<file path="src/rtl/wcb_pkg.sv">
package wcb_pkg;
    localparam int CHUNK_BYTES = 8;
    localparam int CHUNK_BITS  = CHUNK_BYTES * 8;
    localparam int CH_W        = $clog2(CHUNK_BYTES);

    typedef logic [CHUNK_BITS-1:0]  chunk_data_t;
    typedef logic [CHUNK_BYTES-1:0] chunk_mask_t;

    typedef enum logic [1:0] {
        D_IDLE  = 2'd0,
        D_BURST = 2'd1,
        D_PART  = 2'd2
    } drain_state_t;

    function automatic int ptr_width(input int n);
        return (n > 1) ? $clog2(n) : 1;
    endfunction
endpackage

</file>
<file path="src/rtl/wcb_slot.sv">
module wcb_slot
    import wcb_pkg::*;
#(
    parameter int TAG_W  = 26,
    parameter int NCHUNK = 8,
    localparam int IDX_W = (NCHUNK > 1) ? $clog2(NCHUNK) : 1
) (
    input  logic                          clk,
    input  logic                          rst,
    input  logic                          alloc,
    input  logic                          wr_en,
    input  logic [IDX_W-1:0]              wr_chunk,
    input  chunk_data_t                   wr_data,
    input  chunk_mask_t                   wr_mask,
    input  logic [TAG_W-1:0]              tag_in,
    input  logic                          release_i,
    output logic                          open_o,
    output logic [TAG_W-1:0]              tag_o,
    output logic [NCHUNK*CHUNK_BITS-1:0]  line_data,
    output logic [NCHUNK*CHUNK_BYTES-1:0] line_mask
);
    logic [NCHUNK*CHUNK_BYTES-1:0] mask_n;
    logic [NCHUNK*CHUNK_BITS-1:0]  data_n;

    always_comb begin
        mask_n = alloc ? '0 : line_mask;
        data_n = line_data;
        for (int c = 0; c < NCHUNK; c++) begin
            for (int b = 0; b < CHUNK_BYTES; b++) begin
                if (wr_en && (wr_chunk == IDX_W'(c)) && wr_mask[b]) begin
                    mask_n[c*CHUNK_BYTES + b]       = 1'b1;
                    data_n[(c*CHUNK_BYTES + b)*8 +: 8] = wr_data[b*8 +: 8];
                end
            end
        end
    end

    always_ff @(posedge clk) begin
        if (rst) begin
            open_o    <= 1'b0;
            tag_o     <= '0;
            line_mask <= '0;
        end else if (release_i) begin
            open_o    <= 1'b0;
            line_mask <= '0;
        end else begin
            if (alloc) begin
                open_o <= 1'b1;
                tag_o  <= tag_in;
            end
            line_mask <= mask_n;
        end
    end

    always_ff @(posedge clk) begin
        line_data <= data_n;
    end

    // a store into a closed slot must come with its allocation
    assert_merge_open_R1: assert property (@(posedge clk) disable iff (rst)
        (wr_en && !alloc) |-> open_o);
endmodule

</file>
<file path="src/rtl/wcb_drain.sv">
module wcb_drain
    import wcb_pkg::*;
#(
    parameter int ADDR_W = 32,
    parameter int NCHUNK = 8,
    localparam int IDX_W = (NCHUNK > 1) ? $clog2(NCHUNK) : 1,
    localparam int OFF_W = IDX_W + CH_W,
    localparam int TAG_W = ADDR_W - OFF_W
) (
    input  logic                          clk,
    input  logic                          rst,
    input  logic                          start,
    input  logic [TAG_W-1:0]              tag,
    input  logic [NCHUNK*CHUNK_BITS-1:0]  line_data,
    input  logic [NCHUNK*CHUNK_BYTES-1:0] line_mask,
    output logic                          busy,
    output logic                          done,
    output logic                          bus_req,
    input  logic                          bus_ready,
    output logic [ADDR_W-1:0]             bus_addr,
    output logic                          bus_burst,
    output logic                          bus_partial,
    output chunk_mask_t                   bus_be,
    output logic [NCHUNK*CHUNK_BITS-1:0]  bus_data
);
    drain_state_t      state;
    logic [NCHUNK-1:0] pend;
    logic [NCHUNK-1:0] chunk_any;
    logic [NCHUNK-1:0] cur_oh;
    logic [NCHUNK-1:0] pend_rest;
    logic [IDX_W-1:0]  cur_idx;
    logic              line_full;

    generate
        for (genvar k = 0; k < NCHUNK; k++) begin : g_any
            assign chunk_any[k] = |line_mask[k*CHUNK_BYTES +: CHUNK_BYTES];
        end
    endgenerate

    assign line_full = &line_mask;
    assign cur_oh    = pend & (~pend + NCHUNK'(1));
    assign pend_rest = pend & ~cur_oh;

    always_comb begin
        cur_idx = '0;
        for (int k = 0; k < NCHUNK; k++) begin
            if (cur_oh[k]) cur_idx = IDX_W'(k);
        end
    end

    assign busy        = (state != D_IDLE);
    assign bus_req     = busy;
    assign bus_burst   = (state == D_BURST);
    assign bus_partial = (state == D_PART);
    assign done        = bus_ready && (bus_burst || (bus_partial && (pend_rest == '0)));

    always_comb begin
        if (bus_burst) begin
            bus_addr = {tag, {OFF_W{1'b0}}};
            bus_be   = '1;
            bus_data = line_data;
        end else begin
            bus_addr = {tag, cur_idx, {CH_W{1'b0}}};
            bus_be   = line_mask[cur_idx*CHUNK_BYTES +: CHUNK_BYTES];
            bus_data = '0;
            bus_data[CHUNK_BITS-1:0] = line_data[cur_idx*CHUNK_BITS +: CHUNK_BITS];
        end
    end

    always_ff @(posedge clk) begin
        if (rst) begin
            state <= D_IDLE;
            pend  <= '0;
        end else begin
            case (state)
                D_IDLE: if (start) begin
                    if (line_full) state <= D_BURST;
                    else begin
                        state <= D_PART;
                        pend  <= chunk_any;
                    end
                end
                D_BURST: if (bus_ready) state <= D_IDLE;
                D_PART: if (bus_ready) begin
                    pend <= pend_rest;
                    if (pend_rest == '0) state <= D_IDLE;
                end
                default: state <= D_IDLE;
            endcase
        end
    end

    // a waiting transaction keeps its fields
    assert_hold_fields_R8: assert property (@(posedge clk) disable iff (rst)
        (bus_req && !bus_ready) |=> (bus_req && $stable(bus_addr) && $stable(bus_be)
                                     && $stable(bus_data) && $stable(bus_burst)));
    // every request is of exactly one kind
    assert_one_kind_R2: assert property (@(posedge clk) disable iff (rst)
        bus_req |-> $onehot({bus_burst, bus_partial}));
    // partial chunks leave in ascending address order
    assert_ascending_R3: assert property (@(posedge clk) disable iff (rst)
        (bus_req && bus_ready && bus_partial) |=>
            (!bus_req || (bus_addr > $past(bus_addr))));
    // a partial transaction never carries an empty enable mask
    assert_part_be_R3: assert property (@(posedge clk) disable iff (rst)
        bus_partial |-> (bus_be != '0));
endmodule

</file>
<file path="src/rtl/wc_line_buffer.sv">
module wc_line_buffer
    import wcb_pkg::*;
#(
    parameter int ADDR_W     = 32,
    parameter int LINE_BYTES = 64,
    parameter int NUM_BUF    = 2
) (
    input  logic                  clk,
    input  logic                  rst,
    input  logic                  wr_valid,
    output logic                  wr_ready,
    input  logic [ADDR_W-1:0]     wr_addr,
    input  logic [63:0]           wr_data,
    input  logic [7:0]            wr_mask,
    input  logic                  flush_req,
    output logic                  flush_done,
    output logic                  bus_req,
    input  logic                  bus_ready,
    output logic [ADDR_W-1:0]     bus_addr,
    output logic                  bus_burst,
    output logic                  bus_partial,
    output logic [7:0]            bus_be,
    output logic [LINE_BYTES*8-1:0] bus_data
);
    localparam int NCHUNK = LINE_BYTES / CHUNK_BYTES;
    localparam int IDX_W  = (NCHUNK > 1) ? $clog2(NCHUNK) : 1;
    localparam int OFF_W  = IDX_W + CH_W;
    localparam int TAG_W  = ADDR_W - OFF_W;
    localparam int PTR_W  = ptr_width(NUM_BUF);
    localparam int CNT_W  = $clog2(NUM_BUF + 1);
    localparam logic [CNT_W-1:0] FULL_CNT = CNT_W'(NUM_BUF);

    logic [TAG_W-1:0] wr_tag;
    logic [IDX_W-1:0] wr_chunk;
    assign wr_tag   = wr_addr[ADDR_W-1:OFF_W];
    assign wr_chunk = wr_addr[OFF_W-1:CH_W];

    logic [NUM_BUF-1:0]            slot_open;
    logic [TAG_W-1:0]              slot_tag  [NUM_BUF];
    logic [NCHUNK*CHUNK_BITS-1:0]  slot_data [NUM_BUF];
    logic [NCHUNK*CHUNK_BYTES-1:0] slot_mask [NUM_BUF];
    logic [NUM_BUF-1:0]            hit;
    logic [NUM_BUF-1:0]            slot_we;
    logic [NUM_BUF-1:0]            slot_alloc;
    logic [NUM_BUF-1:0]            slot_rel;

    logic [PTR_W-1:0] wr_ptr, rd_ptr;
    logic [CNT_W-1:0] count;
    logic             flush_pend;
    logic             drain_busy, drain_done, drain_start;
    logic             mask_nz, hit_any, can_take, accept, alloc, idle;

    generate
        for (genvar i = 0; i < NUM_BUF; i++) begin : g_slot
            assign hit[i]        = slot_open[i] && (slot_tag[i] == wr_tag);
            assign slot_alloc[i] = alloc && (wr_ptr == PTR_W'(i));
            assign slot_we[i]    = accept && (hit[i] || slot_alloc[i]);
            assign slot_rel[i]   = drain_done && (rd_ptr == PTR_W'(i));

            wcb_slot #(.TAG_W(TAG_W), .NCHUNK(NCHUNK)) u_slot (
                .clk       (clk),
                .rst       (rst),
                .alloc     (slot_alloc[i]),
                .wr_en     (slot_we[i]),
                .wr_chunk  (wr_chunk),
                .wr_data   (wr_data),
                .wr_mask   (wr_mask),
                .tag_in    (wr_tag),
                .release_i (slot_rel[i]),
                .open_o    (slot_open[i]),
                .tag_o     (slot_tag[i]),
                .line_data (slot_data[i]),
                .line_mask (slot_mask[i])
            );
        end
    endgenerate

    assign mask_nz  = |wr_mask;
    assign hit_any  = |hit;
    assign can_take = hit_any || (count != FULL_CNT);
    assign idle     = !drain_busy && !flush_pend;
    assign wr_ready = idle && (!mask_nz || can_take);
    assign accept   = wr_valid && wr_ready && mask_nz;
    assign alloc    = accept && !hit_any;

    assign drain_start = !drain_busy && (count != '0) &&
                         (flush_pend || (wr_valid && mask_nz && !hit_any && count == FULL_CNT));
    assign flush_done  = !flush_pend && !drain_busy && (count == '0);

    function automatic logic [PTR_W-1:0] ptr_next(input logic [PTR_W-1:0] p);
        return (p == PTR_W'(NUM_BUF - 1)) ? '0 : p + PTR_W'(1);
    endfunction

    always_ff @(posedge clk) begin
        if (rst) begin
            wr_ptr     <= '0;
            rd_ptr     <= '0;
            count      <= '0;
            flush_pend <= 1'b0;
        end else begin
            if (alloc)      wr_ptr <= ptr_next(wr_ptr);
            if (drain_done) rd_ptr <= ptr_next(rd_ptr);
            count <= count + CNT_W'(alloc) - CNT_W'(drain_done);
            if (flush_req)
                flush_pend <= 1'b1;
            else if (!drain_busy && count == '0)
                flush_pend <= 1'b0;
        end
    end

    wcb_drain #(.ADDR_W(ADDR_W), .NCHUNK(NCHUNK)) u_drain (
        .clk         (clk),
        .rst         (rst),
        .start       (drain_start),
        .tag         (slot_tag[rd_ptr]),
        .line_data   (slot_data[rd_ptr]),
        .line_mask   (slot_mask[rd_ptr]),
        .busy        (drain_busy),
        .done        (drain_done),
        .bus_req     (bus_req),
        .bus_ready   (bus_ready),
        .bus_addr    (bus_addr),
        .bus_burst   (bus_burst),
        .bus_partial (bus_partial),
        .bus_be      (bus_be),
        .bus_data    (bus_data)
    );

    // open lines never exceed the buffer count
    assert_no_overflow_R5: assert property (@(posedge clk) disable iff (rst)
        count <= FULL_CNT);
    // a finished write-out frees exactly one buffer
    assert_release_R5: assert property (@(posedge clk) disable iff (rst)
        drain_done |=> (count == $past(count) - CNT_W'(1)));
    // a pending flush with open lines starts a write-out next cycle
    assert_flush_starts_R6: assert property (@(posedge clk) disable iff (rst)
        (flush_pend && !drain_busy && count != '0) |=> drain_busy);
    // stores carrying bytes arrive 8-byte aligned
    assert_aligned_R1: assert property (@(posedge clk) disable iff (rst)
        (wr_valid && mask_nz) |-> (wr_addr[CH_W-1:0] == '0));
endmodule

</file>
<file path="config.mk">
export PLATFORM = sky130hd
export DESIGN_NAME = wc_line_buffer
export DESIGN_NICKNAME = d
export VERILOG_FILES = /design/src/rtl/wcb_pkg.sv /design/src/rtl/wcb_slot.sv /design/src/rtl/wcb_drain.sv /design/src/rtl/wc_line_buffer.sv
export SDC_FILE = /design/constraint.sdc
export NUM_CORES = 2
export LEC_CHECK = 0
export ABC_AREA = 1
export BUFFER_PORTS_ARGS = -buffer_cell sky130_fd_sc_hd__buf_2
export CAP_MARGIN = 20
export CORE_MARGIN = 3
export CORE_UTILIZATION = 34
export DETAILED_ROUTE_END_ITERATION = 10
export MAX_ROUTING_LAYER = met4
export PLACE_DENSITY_LB_ADDON = 0.25
export SYNTH_ARGS = -nofsm -noshare
export SYNTH_HDL_FRONTEND = slang
export SYNTH_SLANG_ARGS = --single-unit
</file>
<file path="constraint.sdc">
create_clock -name clk -period 5.41 [get_ports clk]
set_input_delay 1.082 -clock clk [delete_from_list [all_inputs] [get_ports clk]]
set_output_delay 1.082 -clock clk [all_outputs]
set_load 0.01 [all_outputs]
</file>
# After elaboration in Yosys (flattened, before gate mapping)
# Index checks and enable logic that the tools add are counted.
[classes]
add_sub_neg = 5
magnitude_cmp = 1
eq_ne = 18
shift = 2
muxes = 163
bitwise_logic = 9
n_reduce_logical = 329
[op_table]
columns = ["cell", "count"]
rows = [
  ["two-way mux 512 bit", 4],
  ["variable part select 512 x 10 -> 64 bit", 1],
  ["two-way mux 64 bit", 5],
  ["nonzero test 2 bit", 132],
  ["logical AND 1 bit", 166],
  ["two-way mux 1 bit", 133],
  ["two-way mux 26 bit", 3],
  ["OR reduction 8 bit", 9],
  ["AND reduction 64 bit", 1],
  ["variable part select 64 x 7 -> 8 bit", 1],
  ["equality test 26 bit", 2],
  ["two-way mux 8 bit", 4],
  ["bitwise AND 8 bit", 2],
  ["NOT 8 bit", 2],
  ["one-hot mux 8 bit (2 select lines)", 1],
  ["two-way mux 2 bit", 7],
  ["equality test 3 bit (second input constant)", 4],
  ["two-way mux 3 bit", 4],
  ["!= test 2 bit (second input constant)", 6],
  ["adder 8 x 1 -> 8 bit (second input constant)", 1],
  ["zero test 8 bit", 1],
  ["AND reduction 4 bit", 2],
  ["equality test 3 x 2 -> 1 bit (second input constant)", 2],
  ["logical OR 1 bit", 6],
  ["16 further kinds", 28],
]
[word_totals]
reg_bits = 1221
input_bits = 109
out_inout_bits = 557
word_cells = 793

# Longest topological paths before layout
[depth]
depth_word = 15
ltp_mapped = 17
depth_no_buf = 17

# Modules after synthesis
# From an unflattened synthesis, not the netlist that was laid out.
[unflattened]
cells_unflattened = 5619
area_unflattened_um2 = 57600.2
[modules_own_cells]
columns = ["mod", "instances", "cells_each", "area_per_inst_um2"]
rows = [
  ["wcb_slot", 2, 992, 18910.6],
  ["wcb_drain", 1, 2636, 11350.9],
  ["wc_line_buffer", 1, 999, 8428.1],
]

# Least setup slack after synthesis
# Ideal clock, no wire load.
[synth_timing]
kind = "register to output"
from = "register rd_ptr"
to = "output bus_data[12]"
arrival_ps = 2035
slack_ps = 2293
stages_incl_launch_ff = 10
path_buffers = 5
path_cell_list = "dfxtp_1 buf_2 buf_4 buf_4 clkbuf_1 buf_2 mux2i_1 nor2_1 o311ai_0 nand3_1"
[synth_via]
elab_chain_len = 6
[synth_rtl]
columns = ["item", "line_no", "text"]
rows = [
  ["from (decl)", "wc_line_buffer.sv:47", "logic [PTR_W-1:0] wr_ptr, rd_ptr;"],
  ["from (signal assigned)", "wc_line_buffer.sv:102", "if (drain_done) rd_ptr <= ptr_next(rd_ptr);"],
  ["NOT 1 -> 2 bit (not written as such) (*)", "wc_line_buffer.sv:116", ".line_data (slot_data[rd_ptr]),"],
  ["two-way mux 512 bit (not written as such) (*) (3 in a row)", "wc_line_buffer.sv:116", ""],
  ["variable part select 512 x 10 -> 64 bit", "wcb_drain.sv:66", "bus_data[CHUNK_BITS-1:0] = line_data[cur_idx*CHUNK_BITS +: CHUNK_BITS];"],
  ["two-way mux 512 bit (*)", "wcb_drain.sv:58", "if (bus_burst) begin"],
  ["to (decl)", "wc_line_buffer.sv:23", "output logic [LINE_BYTES*8-1:0] bus_data"],
]
# Mark *: on every way between the ends. The rest lies on a longest branch, timed or not. The select of a mux whose other input is x is not followed.

# Worst setup path after layout
[layout_timing]
from = "register u_drain.pend[0]"
to = "output bus_data[61]"
[layout_via]
elab_chain_len = 12
[layout_rtl]
columns = ["item", "line_no", "text"]
rows = [
  ["from (decl)", "wcb_drain.sv:27", "logic [NCHUNK-1:0] pend;"],
  ["from (signal assigned)", "wcb_drain.sv:80", "pend <= chunk_any;"],
  ["from (signal assigned)", "wcb_drain.sv:85", "pend <= pend_rest;"],
  ["NOT 8 bit (*)", "wcb_drain.sv:41", "assign cur_oh = pend & (~pend + NCHUNK'(1));"],
  ["adder 8 x 1 -> 8 bit (*)", "wcb_drain.sv:41", ""],
  ["bitwise AND 8 bit (*)", "wcb_drain.sv:41", ""],
  ["two-way mux 1 bit", "wcb_drain.sv:47", "if (cur_oh[k]) cur_idx = IDX_W'(k);"],
  ["two-way mux 2 bit (2 in a row)", "wcb_drain.sv:47", ""],
  ["two-way mux 3 bit (3 in a row)", "wcb_drain.sv:47", ""],
  ["two-way mux 3 bit (*)", "wcb_drain.sv:47", ""],
  ["variable part select 512 x 10 -> 64 bit (*)", "wcb_drain.sv:66", ""],
  ["two-way mux 512 bit (*)", "wcb_drain.sv:58", ""],
]
# Mark *: on every way between the ends. The rest lies on a longest branch, timed or not.

==> results.sh <==
export IMPL_status="completed"
export IMPL_tritoncts="done"
export IMPL_core_area_um2=156800
export IMPL_htree_levels=4
export IMPL_max_freq_mhz=201.9
export IMPL_cts_hold_buf=0
export IMPL_grt_pass1_vias=38119
export IMPL_via_per_inst=5.168
export IMPL_rsz0062_at_grt="no"
export IMPL_p_leak_nw=24.39
export IMPL_gp_congestion=0.8828
export IMPL_clockBufferDepth=3
export IMPL_hp_class="reg2reg"
export IMPL_post_cts_buffers=0
export IMPL_clock_sinks=1221
export IMPL_multi_input_area_um2=16870
export IMPL_fin_nets=5556
export IMPL_powerDensity_nw_per_um2=616.2
export IMPL_syn_area_per_cell_um2=10.99
export IMPL_peakVddDrop_mv=0.8296
export IMPL_synthFlopType="edfxtp_1"
export IMPL_grt_total_usage_pct=22.09
export IMPL_clk_latency_ns=0.78
export IMPL_fin_crit_sh_pct=91.56
export IMPL_max_cap_violations=0
export IMPL_period_needed_ns=4.953
export IMPL_clock_skew_ns=0.05603
export IMPL_grt_overflow=0
export IMPL_synth_edf_count=1024
export IMPL_setup_tns_ns=0
export IMPL_die_width_um=404.1
export IMPL_grt_start_max_net_pins=196
export IMPL_final_cells=7628
export IMPL_dp_cells=7363
export IMPL_vias=39425
export IMPL_rows=145
export IMPL_fp_dieH_um=404.1
export IMPL_hpwl_um=124800
export IMPL_drc_errors=0
export IMPL_finalSetupViolCount=0
export IMPL_antenna_found_initial=16
export IMPL_final_cell_mix="nand2_1 (1032), edfxtp_1 (1024), buf_2 (659), nor2_1 (607), mux2i_1 (473)"
export IMPL_synth_seq_area_share_pct=64.38
export IMPL_critPathCaptureType="primary output"
export IMPL_crit_path_start_kind="register"
export IMPL_synth_cell_types=46
export IMPL_grt_pass1_wl_um=259400
export IMPL_slew_headroom_pct=25.21
export IMPL_ant_nets=0
export IMPL_first_iter_violations=3434
export IMPL_syn_inst=4904
export IMPL_drt_total_wl_um=180700
export IMPL_layout_commonest_cell="nand2_1"
export IMPL_layout_drive_gt1_share_pct=17.89
export IMPL_hold_viol_final=0
export IMPL_die_area_um2=163300
export IMPL_path_clk_slew_ns=0.06
export IMPL_yosysWarningCount=0
export IMPL_port_buffers=659
export IMPL_cp_max_fo=38
export IMPL_avgRoutedWirePerCell_um=23.70
export IMPL_ys_async_sr_fraction_pct=0
export IMPL_worstMarginPinSlew_ns=1.122
export IMPL_arrival_ns=3.87
export IMPL_clockRootBuffer="clkbuf_16"
export IMPL_seq_area_um2=34700
export IMPL_cts_resized=0
export IMPL_cts_buffers=138
export IMPL_fillers=14960
export IMPL_synth_seq_cells=1221
export IMPL_syn2layout_area_growth_pct=18.47
export IMPL_cp_required_ns=4.33
export IMPL_worstSetupPathType="reg2out"
export IMPL_first_pass_iters=5
export IMPL_initial_core_util_pct=34.38
export IMPL_timing_final_max_slew_violations=0
export IMPL_synth_area_um2=53890
export IMPL_io_pin_count=666
export IMPL_final_util_pct=40.73
-- cells by family after synthesis --
logic type               count (synthesis)  share of synthesized area (%)
AND/OR/NAND/NOR                       1974                          14.73
buffers and inverters                  573                          4.509
multiplexers                           473                          8.786
XOR/XNOR                                12                         0.1950
other                                    1                       0.006959
flip-flops                            1221                          64.38
AO/OA/AOI/OAI                          648                          7.351
adder cells (fa/ha/maj)                  2                        0.04643
-- metrics by stage --
step / area (um2) / setup WS (ns) / total power, mW / hold slack [ns]
2_1_floorplan: 53900 / 2.293 / 22.26 / 0.4312
3_3_place_gp: 59230 / 0.8215 / 30.04 / 0.4515
3_5_place_dp: 59250 / 0.7672 / 30.20 / 0.4530
4_1_cts: 63810 / 0.3974 / 39.62 / 0.4621
5_1_grt: 63840 / 0.2437 / 41.41 / 0.4796
6_report: 63840 / 0.4569 / 39.34 / 0.4608
-- critical path, cell delays in order (launching register included) --
cell and delay, ns:
dfxtp_1 0.36, nor2_2 0.16, nand2_1 0.12, nor2_1 0.15, nand2_1 0.12, a21oi_1 0.28
nor2_1 0.18, nor2_4 0.12, buf_4 0.68, buf_4 0.48, nand2_1 0.10, nand3_1 0.14
buf_2 0.19
-- cells in the mapped netlist, types with 4 or more instances --
cell type / count / area (um2)
nand2_1: 1033 / 3877
edfxtp_1: 1024 / 30750
nor2_1: 610 / 2290
mux2i_1: 473 / 4735
a21oi_1: 341 / 1707
inv_1: 233 / 874.6
nand3_1: 211 / 1056
dfxtp_1: 197 / 3944
clkbuf_1: 149 / 559.3
buf_2: 145 / 725.7
o21ai_0: 130 / 650.6
a32o_1: 73 / 730.7
or2_2: 38 / 237.7
nor3_1: 34 / 170.2
buf_4: 26 / 195.2
nand4_1: 26 / 162.7
o211ai_1: 23 / 172.7
a211o_1: 16 / 140.1
o311ai_1: 16 / 140.1
o221ai_1: 13 / 113.9
o21a_1: 12 / 90.09
nor4_1: 11 / 68.82
inv_2: 10 / 37.54
buf_1: 9 / 33.78
xnor2_1: 8 / 70.07
o311ai_0: 7 / 61.31
nor2_2: 4 / 25.02
xor2_1: 4 / 35.03
-- power by group --
| part | internal (mW) | switching (mW) |
|---|---|---|
| registers | 10.5 | 0.181 |
| logic | 6.16 | 13.2 |
| clock network | 5.46 | 3.89 |
| total | 22.1 | 17.2 |
-- state kept, by name (all words and copies together), names as in the netlist --
register and cells:
rd_ptr 1, wr_ptr 1, g_slot.u_slot.line_data 1024, u_drain.state 2, g_slot.u_slot.tag_o 52, g_slot.u_slot.line_mask 128
g_slot.u_slot.open_o 2, flush_pend 1, count 2, u_drain.pend 8
-- layer usage --
layer	wire length [um]	up-vias	global-route usage, %
met2	87600	1391	36.00
met4	4186	0	5.744
met3	11790	249	4.139
met1	77170	19530	28.40
li1	-	18255	-
met5	0	-	-
-- worst paths after layout --
kind	to	from	cells after the start	slack [ns]
worst max-delay path	bus_data[61]	u_drain.pend[0]	12	0.46
worst min-delay path	g_slot[1].u_slot.line_mask[61]	g_slot[1].u_slot.line_mask[61]	2	0.46
worst max register to register	u_drain.pend[0]	rd_ptr	13	1.49
worst min register to register	g_slot[1].u_slot.line_mask[61]	g_slot[1].u_slot.line_mask[61]	2	0.46
-- cell type report --
cell class	instances	share of cell area (%)
diodes	14	0.05488
clock buffers	169	5.640
clock inverters	82	1.503
inverters	244	1.472
multi-input cells	3112	26.42
flip-flops and latches	1221	54.35
well taps	2058	4.033
repair buffers	728	6.526
Power figures use the tool's default switching activity.
